===== src/rtl/hbus_pkg.sv =====
package hbus_pkg;

  // Attributes of one latched host cycle.
  typedef struct packed {
    logic wr;        // 1 = write
    logic io;        // 1 = I/O space
    logic data_acc;  // 1 = data access
    logic lock;      // locked sequence member
    logic burst;     // four-beat line transfer
  } hbus_kind_t;

endpackage


===== src/rtl/hbus_decode.sv =====
module hbus_decode
  import hbus_pkg::*;
#(
  parameter int BEW = 8
) (
  input  logic           mio,
  input  logic           dc,
  input  logic           wr,
  input  logic           lock_n,
  input  logic           cache_n,
  input  logic [BEW-1:0] be_n,
  output hbus_kind_t     kind,
  output logic [BEW-1:0] be_mask
);

  always_comb begin
    kind.wr       = wr;
    kind.io       = !mio;
    kind.data_acc = dc;
    kind.lock     = !lock_n;
    kind.burst    = mio && !cache_n;
    // reads and line writes always move the whole quadword
    if (!wr || kind.burst) be_mask = '1;
    else                   be_mask = ~be_n;
  end

endmodule


===== src/rtl/hbus_slot.sv =====
module hbus_slot
  import hbus_pkg::*;
#(
  parameter int QW  = 29,
  parameter int BEW = 8
) (
  input  logic           clk,
  input  logic           rst_n,
  input  logic           load,
  input  hbus_kind_t     d_kind,
  input  logic [QW-1:0]  d_addr,
  input  logic [BEW-1:0] d_be,
  output hbus_kind_t     q_kind,
  output logic [QW-1:0]  q_addr,
  output logic [BEW-1:0] q_be
);

  always_ff @(posedge clk or negedge rst_n) begin
    if (!rst_n) begin
      q_kind <= '0;
      q_addr <= '0;
      q_be   <= '0;
    end else if (load) begin
      q_kind <= d_kind;
      q_addr <= d_addr;
      q_be   <= d_be;
    end
  end

endmodule


===== src/rtl/hbus_beat.sv =====
module hbus_beat #(
  parameter int BEATS = 4,
  parameter int BW    = 2
) (
  input  logic          clk,
  input  logic          rst_n,
  input  logic          clr,
  input  logic          adv,
  input  logic          burst,
  input  logic [BW-1:0] start,
  output logic [BW-1:0] off,
  output logic          last,
  output logic          late
);

  logic [BW-1:0] idx_q, idx_d;

  always_comb begin
    idx_d = idx_q;
    if (clr)      idx_d = '0;
    else if (adv) idx_d = idx_q + 1'b1;
  end

  always_ff @(posedge clk or negedge rst_n) begin
    if (!rst_n) idx_q <= '0;
    else        idx_q <= idx_d;
  end

  assign off  = start ^ idx_q;
  assign last = !burst || (idx_q == BW'(BEATS-1));
  assign late = burst && (idx_q >= BW'(BEATS-2));

  AST_OFFSET_STEP: assert property (@(posedge clk) disable iff (!rst_n)
    (adv && !clr && !last) |=> (off != $past(off)));

endmodule


===== src/rtl/hbus_target.sv =====
module hbus_target
  import hbus_pkg::*;
#(
  parameter int AW    = 32,
  parameter int DW    = 64,
  parameter int BEATS = 4
) (
  input  logic              clk,
  input  logic              rst_n,
  input  logic              host_ads_n,
  input  logic [AW-4:0]     host_addr,
  input  logic [DW/8-1:0]   host_be_n,
  input  logic              host_mio,
  input  logic              host_dc,
  input  logic              host_wr,
  input  logic              host_lock_n,
  input  logic              host_cache_n,
  input  logic [DW-1:0]     host_wdata,
  output logic [DW-1:0]     host_rdata,
  output logic              host_rdy_n,
  output logic              host_na_n,
  output logic              mem_req,
  output logic              mem_we,
  output logic              mem_io,
  output logic              mem_data_acc,
  output logic [AW-4:0]     mem_addr,
  output logic [DW/8-1:0]   mem_be,
  output logic [DW-1:0]     mem_wdata,
  input  logic [DW-1:0]     mem_rdata,
  input  logic              mem_ack,
  output logic              mem_lock
);

  localparam int QW  = AW - 3;
  localparam int BEW = DW / 8;
  localparam int BW  = $clog2(BEATS);

  // decoded strobe-time attributes
  hbus_kind_t     dec_kind;
  logic [BEW-1:0] dec_be;

  hbus_decode #(.BEW(BEW)) i_decode (
    .mio     (host_mio),
    .dc      (host_dc),
    .wr      (host_wr),
    .lock_n  (host_lock_n),
    .cache_n (host_cache_n),
    .be_n    (host_be_n),
    .kind    (dec_kind),
    .be_mask (dec_be)
  );

  // control state
  logic busy_q, busy_d;
  logic pend_v_q, pend_v_d;
  logic na_done_q, na_done_d;
  logic lock_q, lock_d;

  // control strobes
  logic ads_hit, accept_ok, last_ack, take_new, from_pend, to_pend, load_cur;
  logic beat_last, beat_late, na_active;
  logic [BW-1:0] beat_off;

  // slots
  hbus_kind_t     cur_kind, pend_kind, cur_d_kind;
  logic [QW-1:0]  cur_addr, pend_addr, cur_d_addr;
  logic [BEW-1:0] cur_be, pend_be, cur_d_be;

  hbus_slot #(.QW(QW), .BEW(BEW)) i_pend (
    .clk    (clk),
    .rst_n  (rst_n),
    .load   (to_pend),
    .d_kind (dec_kind),
    .d_addr (host_addr),
    .d_be   (dec_be),
    .q_kind (pend_kind),
    .q_addr (pend_addr),
    .q_be   (pend_be)
  );

  always_comb begin
    if (from_pend) begin
      cur_d_kind = pend_kind;
      cur_d_addr = pend_addr;
      cur_d_be   = pend_be;
    end else begin
      cur_d_kind = dec_kind;
      cur_d_addr = host_addr;
      cur_d_be   = dec_be;
    end
  end

  hbus_slot #(.QW(QW), .BEW(BEW)) i_cur (
    .clk    (clk),
    .rst_n  (rst_n),
    .load   (load_cur),
    .d_kind (cur_d_kind),
    .d_addr (cur_d_addr),
    .d_be   (cur_d_be),
    .q_kind (cur_kind),
    .q_addr (cur_addr),
    .q_be   (cur_be)
  );

  hbus_beat #(.BEATS(BEATS), .BW(BW)) i_beat (
    .clk   (clk),
    .rst_n (rst_n),
    .clr   (load_cur),
    .adv   (busy_q && mem_ack),
    .burst (cur_kind.burst),
    .start (cur_addr[BW-1:0]),
    .off   (beat_off),
    .last  (beat_last),
    .late  (beat_late)
  );

  // next-state logic
  always_comb begin
    na_active = busy_q && beat_late && !na_done_q && !pend_v_q;
    accept_ok = !busy_q || ((na_done_q || na_active) && !pend_v_q);
    ads_hit   = !host_ads_n && accept_ok;
    last_ack  = busy_q && mem_ack && beat_last;
    from_pend = last_ack && pend_v_q;
    take_new  = ads_hit && (!busy_q || last_ack);
    to_pend   = ads_hit && busy_q && !last_ack;
    load_cur  = take_new || from_pend;

    busy_d = busy_q;
    if (load_cur)      busy_d = 1'b1;
    else if (last_ack) busy_d = 1'b0;

    pend_v_d = pend_v_q;
    if (to_pend)        pend_v_d = 1'b1;
    else if (from_pend) pend_v_d = 1'b0;

    na_done_d = na_done_q;
    if (load_cur)       na_done_d = 1'b0;
    else if (na_active) na_done_d = 1'b1;

    lock_d = lock_q;
    if (load_cur)                    lock_d = cur_d_kind.lock;
    else if (!busy_q && host_lock_n) lock_d = 1'b0;
  end

  // registers
  always_ff @(posedge clk or negedge rst_n) begin
    if (!rst_n) begin
      busy_q    <= 1'b0;
      pend_v_q  <= 1'b0;
      na_done_q <= 1'b0;
      lock_q    <= 1'b0;
    end else begin
      busy_q    <= busy_d;
      pend_v_q  <= pend_v_d;
      na_done_q <= na_done_d;
      lock_q    <= lock_d;
    end
  end

  // outputs
  assign host_rdy_n   = !(busy_q && mem_ack);
  assign host_na_n    = !na_active;
  assign host_rdata   = mem_rdata;
  assign mem_req      = busy_q;
  assign mem_we       = cur_kind.wr;
  assign mem_io       = cur_kind.io;
  assign mem_data_acc = cur_kind.data_acc;
  assign mem_addr     = {cur_addr[QW-1:BW], beat_off};
  assign mem_be       = cur_be;
  assign mem_wdata    = host_wdata;
  assign mem_lock     = lock_q;

  AST_NA_ONE_CLOCK: assert property (@(posedge clk) disable iff (!rst_n)
    !host_na_n |=> host_na_n);

  AST_READ_FULL_MASK: assert property (@(posedge clk) disable iff (!rst_n)
    (mem_req && !mem_we) |-> (&mem_be));

  AST_LINE_FIXED: assert property (@(posedge clk) disable iff (!rst_n)
    (mem_req && $past(mem_req) && !$past(last_ack))
      |-> (mem_addr[QW-1:BW] == $past(mem_addr[QW-1:BW])));

  AST_PEND_AFTER_NA: assert property (@(posedge clk) disable iff (!rst_n)
    $rose(pend_v_q) |-> $past(na_done_q || !host_na_n));

  AST_LOCK_COVERS: assert property (@(posedge clk) disable iff (!rst_n)
    (busy_q && cur_kind.lock) |-> mem_lock);

endmodule


===== config.mk =====
export PLATFORM = sky130hd
export DESIGN_NAME = hbus_target
export DESIGN_NICKNAME = d
export VERILOG_FILES = /design/src/rtl/hbus_pkg.sv /design/src/rtl/hbus_decode.sv /design/src/rtl/hbus_slot.sv /design/src/rtl/hbus_beat.sv /design/src/rtl/hbus_target.sv
export SDC_FILE = /design/constraint.sdc
export NUM_CORES = 1
export LEC_CHECK = 0
export ABC_AREA = 1
export CAP_MARGIN = 20
export CORE_MARGIN = 10
export CORE_UTILIZATION = 30
export DETAILED_ROUTE_END_ITERATION = 10
export PLACE_DENSITY = 0.75
export SYNTH_ARGS = -nofsm -noshare
export SYNTH_HDL_FRONTEND = slang
export SYNTH_SLANG_ARGS = --single-unit

===== constraint.sdc =====
create_clock -name clk -period 2.1 [get_ports clk]
set_clock_uncertainty 0.05 [all_clocks]
set_input_delay 0.315 -clock clk [delete_from_list [all_inputs] [get_ports clk]]
set_output_delay 0.315 -clock clk [all_outputs]
set_load 0.01 [all_outputs]

==> out/metrics.csv <==
stage,metric,value,unit
synth,Post-Syn Area,5380,sq um
timing,Final Hold Viols,0,
worst_hold_path,worst hold start,i_pend.q_be[4],
detailed_routing,Post-Route WL,11.5,mm
floorplan,die height,154,um
pwr,clock power share,22.3,%
placed_design,RePlAce Congestion,0.768,
synth,synth warn,0,
clock_network,H-tree depth,3,
timing,fin worst setup slack,0.153,ns
clock_network,CTS tree,yes,
grt,total gr overflow,0,
clock_network,total CTS buffers,9,
synth,count of state elements after synthesis,89,
timing,final setup vio count,0,
timing,Highest Clock Rate,513,MHz
floorplan,core box area,17400,sq um
grt,gr busiest metal,met2,
placed_design,Detailed Place HPWL,8.08,mm
synth,syn nets,835,
placed_design,I/O Buffers,89,
finish,fraction of layout cells with a size suffix above 1,9.08,%
pwr,combinational share of power,42.1,%
pwr,PD cells,1470,nW/um^2
run_status,outcome,"complete, no violations",
detailed_routing,number of nets still failing antenna checks after routing,0,
grt,initial antenna violation count,0,
finish,most frequent cells in the layout,"nand2_1, dfrtp_1, clkdlybuf4s50_1, inv_1, o21ai_1",
clock_network,root buffer selected by CTS,clkbuf_16,
floorplan,die area,23700,sq um
synth,Yosys cell types,24,
synth,Mapped Avg Cell Area,8.17,sq um
floorplan,die width,154,um
synth,"Seq/Total Area, Yosys",41.4,%
pwr,Seq pwr share,35.7,%
job,max_cap viols,0,
detailed_routing,Vias per Instance,4.29,
finish,Nets,766,
critical_path,Worst Setup Path Type,reg -> out,
finish,Area Overhead vs Synth,5.51,%
timing,RSZ-0062 raised after global routing,false,
timing,min Tclk post-route,1.95,ns
finish,"most common cell after layout, fill and taps aside",nand2_1,
detailed_routing,routed len/inst,14.0,um
clock_network,"Clk Latency, worst-skew pair",0.35,ns
clock_network,CTS Sinks,89,
critical_path,crit path launch,i_beat.idx_q[0],
floorplan,I/O pins,346,
critical_path,critical path's largest stage delay,0.56,ns
critical_path,Reg-to-Reg Start,i_beat.idx_q[1],
clock_network,Max Root-Sink Buffers,2,
detailed_routing,drt first pass iters,4,
finish,Diodes inserted,0,
timing,final worst path period share,92.7,%
critical_path,WP buf/inv,2,
detailed_routing,DR iter-0 viols,248,
grt,M1 GR Usage,12.4,%
pwr,leakage,2.75,nW
timing,Final Slew Violations,0,
grt,vias in the first global route,3624,
grt,largest net degree at the start of global routing,51,
synth,Cells after Synth,659,
detailed_routing,via count,3518,
critical_path,"Req. time, crit path",1.74,ns
finish,Finished Core Util,32.6,%
floorplan,FP Rows,48,
placed_design,Setup WS pre-CTS,0.0853,ns
timing,TNS Setup,0,ns
pwr,P_int,5.33,mW
pwr,Switching Fraction,36.1,%
critical_path,Crit path arrival time,1.58,ns
pwr,P_sw,3.01,mW
timing,slew margin rel.,62.4,%
grt,first-pass GRT wire length,19.4,mm
critical_path,critical path endpoint category,primary output,
clock_network,"Reg clk slew, reported paths",0.06,ns
critical_path,CP Cell Sequence,buf_4 > xor2_1 > clkdlybuf4s50_1,
critical_path,"Slowest-stage cell, CP",clkdlybuf4s50_1,
critical_path,Top delay family on crit path,buffers and inverters,
grt,met3 usage,4.69,%
grt,met2 Usage GRT,15.3,%
worst_hold_path,Worst Hold Class,reg -> reg,
pwr,peak supply drop,602,uV
critical_path,Worst Setup Start Kind,flip-flop,
timing,worst-margin pin slew,0.562,ns
grt,GRT Resource Usage Total,10.0,%
critical_path,"Max FO, Critical Path",3,
detailed_routing,DR DRC count,0,
finish,FILL cells,1819,
floorplan,Initial Util,30.9,%
-- tightest hold or removal path, delay by kind of cell, from the launching register on --
family / cells / cell delay [ns]
and+or+nand+nor: 1 / 0.06
DFF: 1 / 0.34
AOI/OAI and AO/OA: 1 / 0.05
-- area by class of cell --
| cell class | instances | area [sq um] | share of cell area [%] |
|---|---|---|---|
| Inverter | 54 | 203 | 3.57 |
| Sequential cell | 89 | 2230 | 39.2 |
| Clock buffer | 10 | 229 | 4.03 |
| Multi-Input combinational cell | 331 | 1550 | 27.3 |
| Timing Repair Buffer | 105 | 1080 | 18.9 |
| Clock inverter | 6 | 115 | 2.03 |
| Tap cell | 225 | 282 | 4.96 |
-- routing by layer --
layer	vias up	share of wire (%)	wire [um]
met5	-	0	0
met4	0	0.99	113
met3	18	8.0	916
met2	143	47	5360
met1	1603	44	5080
li1	1754	-	-
-- cells by family (layout without fill, tap and decap cells) --
family | count (synthesis) | in the layout | share of synthesized area (%)
flip-flops | 89 | 89 | 41.4
AO/OA/AOI/OAI | 88 | 88 | 9.13
AND/OR/NAND/NOR | 238 | 238 | 18.7
buffers and inverters | 239 | 175 | 29.9
adder cells (fa/ha/maj) | 2 | 2 | 0.465
XOR/XNOR | 3 | 3 | 0.488
-- metrics by stage --
step                      area [sq um]  power [mW]  cells  hold WS (ns)
after CTS                         5670        8.50    819         0.434
final                             5680        8.35    820         0.434
after global routing              5680        9.12    820         0.448
after detailed placement          5310        6.59    801         0.280
after global placement            5310        6.49    801         0.273
after floorplan                   5380        5.71    659       -0.0306
-- flip-flops by register name, indices dropped and copies added (netlist names) --
register,cells
i_cur.q_be,8
i_beat.idx_q,2
i_cur.q_addr,29
mem_req,1
pend_v_q,1
mem_lock,1
i_pend.q_kind,5
na_done_q,1
i_pend.q_be,8
i_cur.q_kind,4
i_pend.q_addr,29
-- power groups by stage --
stage	Clock, mW	Combinational (mW)	Sequential [mW]
after global placement	0	3.49	2.99
after detailed placement	0	3.57	3.02
after CTS	1.91	3.60	2.99
after floorplan	0	2.74	2.97
after global routing	1.98	4.04	3.10
final	1.86	3.51	2.98
-- what timing repair did --
item | 4_1_cts | 5_1_grt
setup endpoints to repair | 1 | 1
hold buffers | 1 | 0
cloned | 0 | 0
hold endpoints to repair | 37 | 0
buffers inserted | 1 | 1
gates resized for setup | 0 | 1
-- worst paths after layout --
check	endpoint	slack, ns	depth (start not counted)
min	i_pend.q_be[4]	0.43	2
max in group asynchronous	i_pend.q_be[4]	0.96	3
max	mem_addr[0]	0.15	3
min in group asynchronous	i_cur.q_addr[12]	0.44	2
max reg2reg	i_cur.q_addr[25]	0.26	10
min reg2reg	i_pend.q_be[4]	0.43	2
-- cells in the mapped netlist, drive strengths merged --
| cell type | n | share of area, % |
|---|---|---|
| nand2 | 185 | 13 |
| buf | 180 | 26 |
| dfrtp | 89 | 41 |
| o21ai | 86 | 8.8 |
| inv | 54 | 3.8 |
| nand3 | 45 | 4.5 |
| nor2 | 7 | 0.63 |
| clkbuf | 5 | 0.37 |
| xor2 | 3 | 0.49 |
| ha | 2 | 0.46 |
| a21boi | 1 | 0.14 |
| a21oi | 1 | 0.16 |
| nand3b | 1 | 0.37 |
(Power assumes the default switching activity.)
